`src/rtl/uart_fe_pkg.sv`:
```
package uart_fe_pkg;

   typedef enum logic [2:0] {
      ST_IDLE, ST_START, ST_DATA, ST_PAR, ST_STOP
   } fe_state_t;

   // keep only the low 5..8 bits of a character
   function automatic logic [7:0] fe_mask(input logic [1:0] len);
      return 8'hFF >> (2'd3 - len);
   endfunction

   // parity bit for a character under the given mode
   function automatic logic fe_parity(input logic stick, input logic even,
                                      input logic [1:0] len, input logic [7:0] d);
      logic ones;
      ones = ^(d & fe_mask(len));
      if (stick) return ~even;
      return even ? ones : ~ones;
   endfunction

endpackage

```
`src/rtl/uart_fe_sync.sv`:
```
module uart_fe_sync #(
   parameter int STAGES = 2
) (
   input  logic clk_i,
   input  logic rst_ni,
   input  logic d_i,
   output logic q_o
);
   logic [STAGES-1:0] chain_q;

   for (genvar g = 0; g < STAGES; g++) begin : g_stage
      if (g == 0) begin : g_first
         always_ff @(posedge clk_i or negedge rst_ni)
            if (!rst_ni) chain_q[0] <= 1'b1;
            else         chain_q[0] <= d_i;
      end else begin : g_next
         always_ff @(posedge clk_i or negedge rst_ni)
            if (!rst_ni) chain_q[g] <= 1'b1;
            else         chain_q[g] <= chain_q[g-1];
      end
   end

   assign q_o = chain_q[STAGES-1];
endmodule

```
`src/rtl/uart_fe_tx.sv`:
```
module uart_fe_tx
   import uart_fe_pkg::*;
#(
   parameter int DIV_W = 16
) (
   input  logic             clk_i,
   input  logic             rst_ni,
   input  logic [1:0]       len_i,
   input  logic             long_stop_i,
   input  logic             par_en_i,
   input  logic             even_i,
   input  logic             stick_i,
   input  logic             brk_i,
   input  logic [DIV_W-1:0] div_i,
   input  logic [7:0]       data_i,
   input  logic             valid_i,
   output logic             ready_o,
   output logic             txd_o,
   output logic             empty_o
);
   localparam int CNT_W = DIV_W + 2;

   fe_state_t        st_q;
   logic [CNT_W-1:0] cnt_q, period_q, stop_len, lim;
   logic [7:0]       sh_q;
   logic [2:0]       bit_q;
   logic [1:0]       len_q;
   logic             long_q, par_en_q, par_q, line;

   always_comb begin
      if (!long_q)           stop_len = period_q;
      else if (len_q == 2'd0) stop_len = period_q + (period_q >> 1);
      else                   stop_len = period_q << 1;
      lim = (st_q == ST_STOP) ? stop_len : period_q;
   end

   always_ff @(posedge clk_i or negedge rst_ni) begin
      if (!rst_ni) begin
         st_q     <= ST_IDLE;
         cnt_q    <= '0;
         period_q <= CNT_W'(2);
         sh_q     <= '0;
         bit_q    <= '0;
         len_q    <= '0;
         long_q   <= 1'b0;
         par_en_q <= 1'b0;
         par_q    <= 1'b0;
      end else if (st_q == ST_IDLE) begin
         if (valid_i) begin
            sh_q     <= data_i;
            len_q    <= len_i;
            long_q   <= long_stop_i;
            par_en_q <= par_en_i;
            par_q    <= fe_parity(stick_i, even_i, len_i, data_i);
            period_q <= {2'b00, div_i} + CNT_W'(2);
            cnt_q    <= '0;
            bit_q    <= '0;
            st_q     <= ST_START;
         end
      end else if (cnt_q == lim - CNT_W'(1)) begin
         cnt_q <= '0;
         unique case (st_q)
            ST_START: st_q <= ST_DATA;
            ST_DATA: begin
               sh_q <= sh_q >> 1;
               if (bit_q == {1'b1, len_q}) st_q <= par_en_q ? ST_PAR : ST_STOP;
               else                        bit_q <= bit_q + 3'd1;
            end
            ST_PAR:  st_q <= ST_STOP;
            default: st_q <= ST_IDLE;
         endcase
      end else begin
         cnt_q <= cnt_q + CNT_W'(1);
      end
   end

   always_comb begin
      unique case (st_q)
         ST_START: line = 1'b0;
         ST_DATA:  line = sh_q[0];
         ST_PAR:   line = par_q;
         default:  line = 1'b1;
      endcase
   end

   assign txd_o   = brk_i ? 1'b0 : line;
   assign ready_o = (st_q == ST_IDLE);
   assign empty_o = (st_q == ST_IDLE);
endmodule

```
`src/rtl/uart_fe_rx.sv`:
```
module uart_fe_rx
   import uart_fe_pkg::*;
#(
   parameter int DIV_W  = 16,
   parameter int SYNC_N = 2
) (
   input  logic             clk_i,
   input  logic             rst_ni,
   input  logic [1:0]       len_i,
   input  logic             par_en_i,
   input  logic             even_i,
   input  logic             stick_i,
   input  logic [DIV_W-1:0] div_i,
   input  logic             rxd_i,
   output logic [7:0]       data_o,
   output logic             valid_o,
   output logic             perr_o,
   output logic             ferr_o,
   output logic             brk_o
);
   localparam int CNT_W = DIV_W + 2;

   logic             rx_s, prev_q, seen_q, par_s_q;
   fe_state_t        st_q;
   logic [CNT_W-1:0] cnt_q, period_q, lim;
   logic [7:0]       sh_q, word;
   logic [2:0]       bit_q;
   logic [1:0]       len_q;
   logic             par_en_q, even_q, stick_q;

   uart_fe_sync #(.STAGES(SYNC_N)) i_sync (
      .clk_i(clk_i), .rst_ni(rst_ni), .d_i(rxd_i), .q_o(rx_s)
   );

   assign lim  = (st_q == ST_START) ? (period_q >> 1) : period_q;
   assign word = sh_q >> (2'd3 - len_q);

   always_ff @(posedge clk_i or negedge rst_ni) begin
      if (!rst_ni) begin
         st_q     <= ST_IDLE;
         prev_q   <= 1'b1;
         cnt_q    <= '0;
         period_q <= CNT_W'(2);
         sh_q     <= '0;
         bit_q    <= '0;
         len_q    <= '0;
         par_en_q <= 1'b0;
         even_q   <= 1'b0;
         stick_q  <= 1'b0;
         seen_q   <= 1'b0;
         par_s_q  <= 1'b0;
         data_o   <= '0;
         valid_o  <= 1'b0;
         perr_o   <= 1'b0;
         ferr_o   <= 1'b0;
         brk_o    <= 1'b0;
      end else begin
         prev_q  <= rx_s;
         valid_o <= 1'b0;
         if (st_q == ST_IDLE) begin
            if (prev_q && !rx_s) begin
               len_q    <= len_i;
               par_en_q <= par_en_i;
               even_q   <= even_i;
               stick_q  <= stick_i;
               period_q <= {2'b00, div_i} + CNT_W'(2);
               cnt_q    <= '0;
               seen_q   <= 1'b0;
               st_q     <= ST_START;
            end
         end else if (cnt_q == lim - CNT_W'(1)) begin
            cnt_q <= '0;
            unique case (st_q)
               ST_START: begin
                  bit_q <= '0;
                  sh_q  <= '0;
                  st_q  <= rx_s ? ST_IDLE : ST_DATA;
               end
               ST_DATA: begin
                  sh_q   <= {rx_s, sh_q[7:1]};
                  seen_q <= seen_q | rx_s;
                  if (bit_q == {1'b1, len_q}) st_q <= par_en_q ? ST_PAR : ST_STOP;
                  else                        bit_q <= bit_q + 3'd1;
               end
               ST_PAR: begin
                  par_s_q <= rx_s;
                  seen_q  <= seen_q | rx_s;
                  st_q    <= ST_STOP;
               end
               default: begin
                  data_o  <= word;
                  valid_o <= 1'b1;
                  perr_o  <= par_en_q && (par_s_q != fe_parity(stick_q, even_q, len_q, word));
                  ferr_o  <= !rx_s;
                  brk_o   <= !rx_s && !seen_q;
                  st_q    <= ST_IDLE;
               end
            endcase
         end else begin
            cnt_q <= cnt_q + CNT_W'(1);
         end
      end
   end
endmodule

```
`src/rtl/uart_frame_engine.sv`:
```
module uart_frame_engine #(
   parameter int DIV_W  = 16,
   parameter int SYNC_N = 2
) (
   input  logic             clk_i,
   input  logic             rst_ni,
   input  logic [6:0]       lcr_i,
   input  logic [DIV_W-1:0] div_i,
   input  logic [7:0]       tx_data_i,
   input  logic             tx_valid_i,
   output logic             tx_ready_o,
   output logic             txd_o,
   output logic             tx_empty_o,
   input  logic             rxd_i,
   output logic [7:0]       rx_data_o,
   output logic             rx_valid_o,
   output logic             rx_perr_o,
   output logic             rx_ferr_o,
   output logic             rx_brk_o
);
   if (DIV_W < 2 || DIV_W > 24) begin : g_bad_div
      $error("DIV_W out of range");
   end
   if (SYNC_N < 2) begin : g_bad_sync
      $error("SYNC_N must be at least 2");
   end

   uart_fe_tx #(.DIV_W(DIV_W)) i_tx (
      .clk_i(clk_i), .rst_ni(rst_ni),
      .len_i(lcr_i[1:0]), .long_stop_i(lcr_i[2]), .par_en_i(lcr_i[3]),
      .even_i(lcr_i[4]), .stick_i(lcr_i[5]), .brk_i(lcr_i[6]),
      .div_i(div_i), .data_i(tx_data_i), .valid_i(tx_valid_i),
      .ready_o(tx_ready_o), .txd_o(txd_o), .empty_o(tx_empty_o)
   );

   uart_fe_rx #(.DIV_W(DIV_W), .SYNC_N(SYNC_N)) i_rx (
      .clk_i(clk_i), .rst_ni(rst_ni),
      .len_i(lcr_i[1:0]), .par_en_i(lcr_i[3]), .even_i(lcr_i[4]),
      .stick_i(lcr_i[5]), .div_i(div_i), .rxd_i(rxd_i),
      .data_o(rx_data_o), .valid_o(rx_valid_o), .perr_o(rx_perr_o),
      .ferr_o(rx_ferr_o), .brk_o(rx_brk_o)
   );
endmodule

```
`config.mk`:
```
export PLATFORM = sky130hd
export DESIGN_NAME = uart_frame_engine
export DESIGN_NICKNAME = d
export VERILOG_FILES = /design/src/rtl/uart_fe_pkg.sv /design/src/rtl/uart_fe_sync.sv /design/src/rtl/uart_fe_tx.sv /design/src/rtl/uart_fe_rx.sv /design/src/rtl/uart_frame_engine.sv
export SDC_FILE = /design/constraint.sdc
export NUM_CORES = 1
export LEC_CHECK = 0
export BUFFER_PORTS_ARGS = -buffer_cell sky130_fd_sc_hd__buf_4
export CAP_MARGIN = 10
export CORE_UTILIZATION = 45
export CTS_BUF_LIST = sky130_fd_sc_hd__clkbuf_2 sky130_fd_sc_hd__clkbuf_4 sky130_fd_sc_hd__clkbuf_8
export DETAILED_ROUTE_END_ITERATION = 16
export PLACE_DENSITY = 0.65
export SYNTH_ARGS = -nofsm -noshare
export SYNTH_HDL_FRONTEND = slang
export SYNTH_SLANG_ARGS = --single-unit
```
`constraint.sdc`:
```
create_clock -name clk_i -period 15.89 [get_ports clk_i]
set_input_delay 3.178 -clock clk_i [delete_from_list [all_inputs] [get_ports clk_i]]
set_output_delay 3.178 -clock clk_i [all_outputs]
set_load 0.01 [all_outputs]
```
======== Word-level counts from Yosys, hierarchy flattened ========
Index checks and enable logic that the tools add are counted.
W data, S select, Z words.
cells by class
  $add $sub $neg .......................... 10
  eq/ne operators ......................... 18
  shifts and indexed selects .............. 3
  multiplexer cells ....................... 60
  bitwise logic cells ..................... 9
  reduce and logical (&&, ||, !) cells .... 28
operators with widths
  cell                     number
  $mux W18                 10
  $mux W3                  16
  $add A18 B1 Y18 const B  2
  $eq A18 B18 Y1           2
  $sub A18 B1 Y18 const B  2
  $mux W8                  4
  $mux W1                  24
  $reduce_and A3 Y1        7
  $add A18 B17 Y18         1
  $pmux W3 S3              2
  $add A16 B2 Y17 const B  1
  $and A8 B8 Y8            2
  $pmux W8 S2              1
  $reduce_xor A8 Y1        2
  $shr A8 B2 Y8 const A    2
  $eq A3 B2 Y1 const B     4
  $reduce_bool A2 Y1       5
  $ne A2 B2 Y1 const B     4
  $reduce_and A4 Y1        2
  $shr A8 B2 Y8            1
  $add A3 B1 Y3 const B    2
  $eq A3 B1 Y1 const B     2
  $eq A3 B3 Y1             2
  $logic_not A3 Y1         2
  other kinds (16)         26
storage, ports and cells
  register bits ........................... 127
  input port bits ......................... 35
  output and inout bits ................... 15
  word-level logic and storage cells ...... 156

======== Logic depth before layout (Yosys ltp) ========
  depth after elaboration ................. 12
  depth in mapped cells ................... 19
  mapped depth without buffers ............ 15

======== Cells and area by module ========
From an unflattened synthesis, not the netlist that was laid out.
unflattened totals
  cell total of the unflattened synthesis .. 1,177
  area, all modules ....................... 9,869.5 µm²
modules (own cells, without submodules)
  module        instances  cells an instance  area each (µm²)  seq. area each (µm²)
  uart_fe_tx    1          647                5,149.9          1,352.5
  uart_fe_rx    1          528                4,667.0          1,729.2
  uart_fe_sync  1          2                  52.6             52.6

======== Worst setup path after synthesis ========
No wires, ideal clock.
  path kind ............................... in2out
  start ................................... in lcr_i[6]
  end ..................................... out txd_o
  data arrival time ....................... 3,347 ps
  required time ........................... 12,712 ps
  setup slack ............................. 9,365 ps
  stages .................................. 1
  buffers on the path ..................... 0
  cell sequence ........................... nor2_1
between the ends
  longest elaborated chain between the ends .. 1
ends and longest elaborated chain
  element      RTL line                 RTL
  from (decl)  uart_frame_engine.sv:7   input logic [6:0] lcr_i,
  $mux W1      uart_fe_tx.sv:86         assign txd_o = brk_i ? 1'b0 : line;
  to (decl)    uart_frame_engine.sv:12  output logic txd_o,
Every way passes these cells.

======== Final worst setup path ========
Ends and elaborated chain as after synthesis.

==> impl_metrics.env <==
export IMPL_outcome="complete, no violations"
export IMPL_mostFrequentLayoutCells="nand2_1 (176), dfrtp_1 (120), o21ai_0 (109)"
export IMPL_synth_area_leaders="dfrtp_1 (32%), nand2_1 (7.0%), o21ai_0 (5.8%), xnor2_1 (5.1%), nor2_1 (3.3%)"
export IMPL_cts_resized=0
export IMPL_place_gp_congestion=0.9138
export IMPL_crit_family="buffers and inverters"
export IMPL_worst_ep_required_time_ps=12710
export IMPL_cts_made_buffers=17
export IMPL_track_usage_pct=22.06
export IMPL_cpPeakStageDelay_ps=130
export IMPL_placed_area_sq_mm=0.009980
export IMPL_yosys_area_top_type_share_pct=31.78
export IMPL_max_freq_mhz=149.3
export IMPL_max_cap_violations=0
export IMPL_startpoint_type="input pin"
export IMPL_holdPathStages=0
export IMPL_total_power_mw=1.708
export IMPL_startpoint="lcr_i[6]"
export IMPL_peakVddDrop_mv=0.08254
export IMPL_crit_type="in2out"
export IMPL_crit_arrival_ps=3520
export IMPL_r2r_end="i_rx.brk_o$_DFFE_PN0P_"
export IMPL_hpwl_um=16970
export IMPL_path_max_fanout=1
export IMPL_syn_area_sq_mm=0.009448
export IMPL_stdcell_count=1463
export IMPL_timing_rr_start="i_rx.st_q[0]$_DFFE_PN0P_"
export IMPL_fin_nets=1240
export IMPL_drive_gt1_share_pct=12.66
export IMPL_drt_initial_drc_count=586
export IMPL_synth_edf_count=0
export IMPL_die_area_sq_mm=0.02158
export IMPL_pwr_share_seq_pct=31.5
export IMPL_rsz0062_at_grt="no"
export IMPL_clockPowerShare_pct=16.9
export IMPL_slew_headroom_pct=25.55
export IMPL_die_h_um=146.9
export IMPL_num_rows=52
export IMPL_cts_tree="yes"
export IMPL_syn_area_per_cell_sq_um=8.082
export IMPL_cts_max_level=4
export IMPL_syn_inst=1169
export IMPL_viasPerCell=5.913
export IMPL_start_util_pct=46.25
export IMPL_hold_start="i_rx.i_sync.chain_q[0]$_DFF_PN1_"
export IMPL_whs_endpoint="i_rx.i_sync.q_o$_DFF_PN1_"
export IMPL_core_area_sq_mm=0.02043
export IMPL_p_per_area_mw_per_mm2=164.5
export IMPL_synth_seq_cells=125
export IMPL_clk_pin_slew_ps=80
export IMPL_holdWs_ps=358.7
export IMPL_grt_overflow_total=0
export IMPL_diodes=0
export IMPL_yosysTopAreaCell="dfrtp_1"
export IMPL_post_cts_setup_buffers=0
export IMPL_rr_worst_depth=16
export IMPL_p_sw_share_pct=46.70
export IMPL_routed_wirelength_um=23190
export IMPL_final_cell_area_sq_mm=0.01038
export IMPL_slew_viol_final=0
export IMPL_dp_cells=1431
export IMPL_grt_pass1_wl_um=39260
export IMPL_fp_dieW_um=146.9
export IMPL_ys_seq_area_share_pct=33.17
export IMPL_setup_viol=0
export IMPL_place_ws_ps=9186
export IMPL_p_switching_mw=0.7976
export IMPL_critPathCaptureType="output port"
export IMPL_cp_slowest_cell="buf_4"
export IMPL_async_flop_share_pct=100.0
export IMPL_crit_buf_inv=2
export IMPL_antenna_found_initial=0
export IMPL_synth_ff_type="dfrtp_1"
export IMPL_min_period_ps=6697
export IMPL_grt_pass1_vias=7830
export IMPL_finalWorstSetupSlack_ps=9193
export IMPL_cts_root_buf="clkbuf_8"
export IMPL_clockBufferDepth=2
export IMPL_wire_per_inst_um=15.85
export IMPL_hp_class="reg2reg"
export IMPL_tightest_slew_ps=1113
export IMPL_cts_sinks=125
export IMPL_synth_warnings=0
export IMPL_grt_max_degree=70
export IMPL_vias=8651
export IMPL_drc_errors=0
export IMPL_cp_cell_sequence="buf_4 -> nor2_1 -> buf_4"
export IMPL_period_share_pct=42.15
export IMPL_clk_latency_ps=460
export IMPL_holdBufCountCts=0
export IMPL_intPower_mw=0.9104
export IMPL_drtAntennaViolNets=0
export IMPL_ios=50
export IMPL_crit_top_cell="buf_4"
export IMPL_finClkSkew_ps=12.91
export IMPL_cp_num_cells=3
export IMPL_layout_commonest_cell="nand2_1"
export IMPL_leakage_nw=4.286
export IMPL_area_growth_pct=9.867
export IMPL_portBuffers=49
export IMPL_first_pass_iters=5
export IMPL_synth_cell_type_count=82
export IMPL_mappedNetlistNets=1229
export IMPL_finalCoreUtilization_pct=50.81
export IMPL_finalHoldViolations=0
export IMPL_fin_setup_tns_ps=0
export IMPL_r2r_slack_ps=10290
export IMPL_power_frac_comb_pct=51.6
## flip-flops by register name, indices dropped and copies added (netlist names), 2 cells and up
register and cells:
i_rx.data_o 8, i_tx.bit_q 3, i_rx.sh_q 8, i_tx.sh_q 8
i_tx.period_q 17, i_tx.len_q 2, i_rx.bit_q 3, i_tx.st_q 3
i_rx.st_q 3, i_rx.cnt_q 18, i_rx.period_q 17, i_rx.len_q 2
i_tx.cnt_q 18
## worst max-delay path by stage
stage | to
after floorplan | txd_o
after global placement | txd_o
after detailed placement | txd_o
after CTS | txd_o
after global routing | txd_o
final | txd_o
## per-layer routing
| layer | wire, um | part of all wire, % | GRT usage [%] | vias up |
|---|---|---|---|---|
| li1 | - | - | - | 4274 |
| met1 | 11570 | 50 | 33.02 | 4184 |
| met2 | 10450 | 45 | 33.39 | 169 |
| met3 | 922 | 4.0 | 3.012 | 24 |
| met4 | 247 | 1.1 | 5.567 | 0 |
| met5 | 0 | 0 | 0 | - |
## cell usage after synthesis (24+ instances only)
| library cell | instances |
|---|---|
| a31oi_1 | 28 |
| inv_1 | 36 |
| xor2_1 | 24 |
| clkbuf_1 | 53 |
| dfrtp_1 | 120 |
| nand4_1 | 25 |
| and3_1 | 34 |
| nor2_1 | 83 |
| xnor2_1 | 55 |
| nand2_1 | 176 |
| o21ai_0 | 109 |
| ha_1 | 24 |
| nand3_1 | 56 |
| nor3_1 | 33 |
| mux2_2 | 27 |
| a21oi_1 | 50 |
## cells by family (layout without fill, tap and decap cells)
group	count (synthesis)	after routing	share of synthesized area (%)
buf+inv	102	126	4.198
simple gates	495	495	26.42
fa+ha+maj	25	25	3.390
mux	45	45	5.390
flops	125	125	33.17
xor+xnor	79	79	7.323
compound gates	298	298	20.10
## layout make-up
cell class                 instances  area (sq um)
clock buffer                      20         262.8
clock inverter                    12         137.6
fill                            2008         10050
inverter                          36         135.1
multi-input combinational        942          5937
sequential                       125          3134
tap                              270         337.8
timing repair buffer              58         435.4
## power by group through the flow
stage,registers (mW),clock network [mW],logic (mW)
after CTS,0.537,0.292,0.874
after global routing,0.554,0.306,0.988
after detailed placement,0.543,0,0.866
after global placement,0.542,0,0.847
final,0.538,0.288,0.882
after floorplan,0.479,0,0.728
Note: power is estimated with default switching activity, not from simulation.
